$ cat config.mk
export PLATFORM = sky130hd
export DESIGN_NAME = burst_addr_gen
export DESIGN_NICKNAME = d
export VERILOG_FILES = /design/src/rtl/burst_pkg.sv /design/src/rtl/burst_ctl.sv /design/src/rtl/beat_counter.sv /design/src/rtl/burst_base_reg.sv /design/src/rtl/order_map.sv /design/src/rtl/burst_addr_gen.sv
export SDC_FILE = /design/constraint.sdc
export NUM_CORES = 1
export LEC_CHECK = 0
export BUFFER_PORTS_ARGS = -buffer_cell sky130_fd_sc_hd__clkbuf_2
export CAP_MARGIN = 25
export CORE_ASPECT_RATIO = 0.9
export CORE_MARGIN = 5
export CORE_UTILIZATION = 43
export CTS_BUF_LIST = sky130_fd_sc_hd__clkbuf_4 sky130_fd_sc_hd__clkbuf_8
export CTS_CLUSTER_SIZE = 25
export DETAILED_ROUTE_END_ITERATION = 8
export PLACE_DENSITY = 0.76
export SKIP_CTS_REPAIR_TIMING = 1
export SLEW_MARGIN = 0
export SYNTH_ARGS = -nofsm -noshare
export SYNTH_HDL_FRONTEND = slang
export SYNTH_SLANG_ARGS = --single-unit
export TNS_END_PERCENT = 100
$ cat constraint.sdc
create_clock -name clk -period 0.9 [get_ports clk]
set_clock_uncertainty 0.15 [all_clocks]
set_input_delay 0.09 -clock clk [delete_from_list [all_inputs] [get_ports clk]]
set_output_delay 0.09 -clock clk [all_outputs]
set_load 0.005 [all_outputs]
$ cat src/rtl/burst_pkg.sv
package burst_pkg;
  typedef enum logic {
    ORD_LINEAR     = 1'b0,
    ORD_INTERLEAVE = 1'b1
  } order_e;

  typedef struct packed {
    logic load;
    logic step;
  } burst_cmd_t;
endpackage

$ cat src/rtl/burst_ctl.sv
module burst_ctl
  import burst_pkg::*;
(
  input  logic       strb_cpu_n,
  input  logic       strb_ctl_n,
  input  logic       step_n,
  output burst_cmd_t cmd
);
  always_comb begin
    cmd.load = ~strb_cpu_n | ~strb_ctl_n;
    cmd.step = ~cmd.load & ~step_n;  // a start strobe wins over a step
  end
endmodule

$ cat src/rtl/beat_counter.sv
module beat_counter
  import burst_pkg::*;
#(
  parameter int BEAT_W = 2
) (
  input  logic              clk,
  input  logic              rst,
  input  burst_cmd_t        cmd,
  output logic [BEAT_W-1:0] cnt
);
  always_ff @(posedge clk) begin
    if (rst || cmd.load) cnt <= '0;
    else if (cmd.step)   cnt <= cnt + 1'b1;  // wraps naturally modulo 2**BEAT_W
  end
endmodule

$ cat src/rtl/burst_base_reg.sv
module burst_base_reg
  import burst_pkg::*;
#(
  parameter int ADDR_W = 16
) (
  input  logic              clk,
  input  logic              rst,
  input  logic              load,
  input  logic              ileave_sel,
  input  logic [ADDR_W-1:0] ext_addr,
  output logic [ADDR_W-1:0] base_addr,
  output order_e            order
);
  always_ff @(posedge clk) begin
    if (rst) begin
      base_addr <= '0;
      order     <= ORD_LINEAR;
    end else if (load) begin
      base_addr <= ext_addr;
      order     <= ileave_sel ? ORD_INTERLEAVE : ORD_LINEAR;
    end
  end
endmodule

$ cat src/rtl/order_map.sv
module order_map
  import burst_pkg::*;
#(
  parameter int BEAT_W = 2
) (
  input  logic [BEAT_W-1:0] start,
  input  logic [BEAT_W-1:0] cnt,
  input  order_e            order,
  output logic [BEAT_W-1:0] beat
);
  logic [BEAT_W-1:0] lin_beat;
  logic [BEAT_W-1:0] ilv_beat;

  assign lin_beat = start + cnt;

  for (genvar b = 0; b < BEAT_W; b++) begin : g_ilv
    assign ilv_beat[b] = start[b] ^ cnt[b];
  end

  assign beat = (order == ORD_INTERLEAVE) ? ilv_beat : lin_beat;
endmodule

$ cat src/rtl/burst_addr_gen.sv
module burst_addr_gen
  import burst_pkg::*;
#(
  parameter int ADDR_W = 16,
  parameter int BEAT_W = 2
) (
  input  logic              clk,
  input  logic              rst,
  input  logic              ileave_sel,
  input  logic              strb_cpu_n,
  input  logic              strb_ctl_n,
  input  logic              step_n,
  input  logic [ADDR_W-1:0] ext_addr,
  output logic [ADDR_W-1:0] cur_addr
);
  localparam int HI_W = ADDR_W - BEAT_W;

  burst_cmd_t        cmd;
  logic [BEAT_W-1:0] cnt;
  logic [ADDR_W-1:0] base_addr;
  order_e            order;
  logic [BEAT_W-1:0] beat;

  burst_ctl ctl_i (
    .strb_cpu_n (strb_cpu_n),
    .strb_ctl_n (strb_ctl_n),
    .step_n     (step_n),
    .cmd        (cmd)
  );

  beat_counter #(.BEAT_W(BEAT_W)) cnt_i (
    .clk (clk),
    .rst (rst),
    .cmd (cmd),
    .cnt (cnt)
  );

  burst_base_reg #(.ADDR_W(ADDR_W)) base_i (
    .clk        (clk),
    .rst        (rst),
    .load       (cmd.load),
    .ileave_sel (ileave_sel),
    .ext_addr   (ext_addr),
    .base_addr  (base_addr),
    .order      (order)
  );

  order_map #(.BEAT_W(BEAT_W)) map_i (
    .start (base_addr[BEAT_W-1:0]),
    .cnt   (cnt),
    .order (order),
    .beat  (beat)
  );

  // upper bits pass straight from the loaded base: no carry out of the beat field
  assign cur_addr = {base_addr[ADDR_W-1 -: HI_W], beat};
endmodule

==> flow_metrics.tcl <==
set metrics [dict create \
    drive_gt1_share_pct 57.93 \
    drt_pass1_iterations 2 \
    fillCellCount 158 \
    setup_tns_ns -2.182 \
    yosys_warnings 0 \
    diodes 0 \
    ir_drop_uv 975.4 \
    worst_ep_required_time_ns 0.66 \
    port_buffers 37 \
    path_class "flop to output port" \
    maxCapViolCount 0 \
    clkSlewWorstSetupHoldPaths_ns 0.12 \
    post-route-period-util_pct 155.8 \
    placedCellCount 147 \
    die_h_um 52.79 \
    hold_start "rst" \
    finalHoldViolCount 5 \
    fin_total_pwr_w 0.001686 \
    placeableCoreArea_um2 1933 \
    ios 38 \
    syn_area_per_cell_um2 8.746 \
    route.detailed.wl_per_inst_um 11.54 \
    max_freq_mhz 713.3 \
    ys_ff_latch 19 \
    synthCells 100 \
    p_leak_nw 0.5705 \
    yosysSeqAreaShare_pct 43.49 \
    fin_crit_ns 1.402 \
    num_rows 15 \
    path_max_fanout 2 \
    syn_nets 123 \
    worst_slew_pin_slew_ns 0.3693 \
    final_cell_mix "clkbuf_2, nand2_1, dlygate4sd3_1, dfxtp_2, a21oi_2" \
    report.final.slew_viol_count 0 \
    die_area_um2 3037 \
    power_density_nw_per_um2 1327 \
    grt_pass1_vias 677 \
    cts.sinks 19 \
    vias 756 \
    grt_antenna_before_repair 0 \
    place_ws_ns -0.2212 \
    cts.htree.levels 1 \
    gp_congestion 0.7705 \
    track_usage_pct 11.82 \
    violations "negative hold slack, negative setup slack" \
    relSlewSlack_pct 75.29 \
    endpoint_kind "output port" \
    crit_arrival_ns 1.16 \
    tritoncts "yes" \
    clock-root-buffer "clkbuf_4" \
    ys_types 16 \
    clockBufferDepth 2 \
    start_util_pct 45.24 \
    viasPerCell 4.447 \
    finish.net_count 169 \
    syn_to_final_growth_pct 45.21 \
    drt-initial-drc-count 6 \
    grt_pass1_wl_mm 2.808 \
    cts_buffers 3 \
    clk_latency_ns 0.29 \
    die_width_um 57.54 \
    synth_area_um2 874.6 \
    outcome "complete, but fails checks" \
    grt_max_degree 20 \
    hold_class "input port to flop" \
    setup_viol 18 \
    r2r_start "cnt_i.cnt[0]$_SDFFE_PP0P_" \
    start_kind "flop" \
    layout.cells.non_filler 170 \
    grt-ovfl-total 0 \
    final_common_cell "clkbuf_2" \
    holdWs_ns -0.09215 \
    drc_errors 0 \
    drt-total-wl_mm 1.962 \
    rsz0062_at_grt "yes" \
    cp-startpoint "cnt_i.cnt[0]$_SDFFE_PP0P_" \
    fin_ws_ns -0.5020 \
    antenna_left 0 \
    dp_hpwl_mm 1.321 \
]
[per-layer routing]
metal / GRT usage, % / vias up / wire [µm]
li1: - / 397 / -
met2: 22.93 / 12 / 1107
met3: 3.941 / 2 / 62
met1: 11.85 / 345 / 778
met5: 0 / - / 0
met4: 3.475 / 0 / 12
[through the flow]
stage	utilization [%]	cell area [µm²]
2_1_floorplan	-	895.9
3_3_place_gp	51.07	987.2
3_5_place_dp	51.07	987.2
4_1_cts	52.62	1017
5_1_grt	65.70	1270
6_report	65.70	1270
[logic make-up after synthesis]
logic type | after synthesis | share of synthesized area [%]
xor+xnor | 3 | 3.005
compound gates | 17 | 14.02
simple gates | 41 | 20.32
fa+ha+maj | 1 | 1.430
flops | 19 | 43.49
buf+inv | 19 | 17.74
[final cells by class]
type	instances	area (µm²)	share of cell area, %
clock buffers	3	22.52	1.773
clock inverters	1	7.507	0.5911
multi-input cells	62	395.4	31.13
repair buffers	60	412.9	32.51
flip-flops and latches	19	400.4	31.53
well taps	25	31.28	2.463
[power by group]
part	switching (W)	internal [W]
combinational	0.000136	0.000185
sequential	0.0000287	0.000897
clock	0.000271	0.000169
[sequential cells by signal (all words and copies together) (netlist names)]
register / count
cnt_i.cnt: 2
base_i.base_addr: 16
base_i.order: 1
[cells in the mapped netlist]
master | instances | area share [%]
nand2_1 | 32 | 14
dfxtp_1 | 19 | 43
buf_4 | 14 | 12
a21oi_2 | 10 | 10
a21oi_1 | 7 | 4.0
nand2_2 | 3 | 2.1
nor2b_1 | 3 | 2.1
xnor2_1 | 3 | 3.0
buf_2 | 2 | 1.1
and2_4 | 1 | 1.0
buf_12 | 1 | 2.3
buf_8 | 1 | 1.7
clkbuf_2 | 1 | 0.57
ha_1 | 1 | 1.4
nor3_1 | 1 | 0.57
nor4_1 | 1 | 0.72
[final timing paths]
kind         depth (start not counted)  slack, ns                           endpoint
max reg2reg                          4      -0.19          cnt_i.cnt[1]$_SDFFE_PP0P_
max                                  4      -0.50                        cur_addr[1]
min                                  2      -0.09   base_i.base_addr[9]$_SDFFE_PP0P_
min reg2reg                          2       0.31  base_i.base_addr[12]$_SDFFE_PP0P_
[critical path, cell delays in order (launching register included)]
cell and delay [ns]:
dfxtp_2 0.37, ha_4 0.12, nor2b_4 0.14, xnor2_2 0.10
buf_2 0.13
No activity file was read; power rests on OpenSTA's default activity.
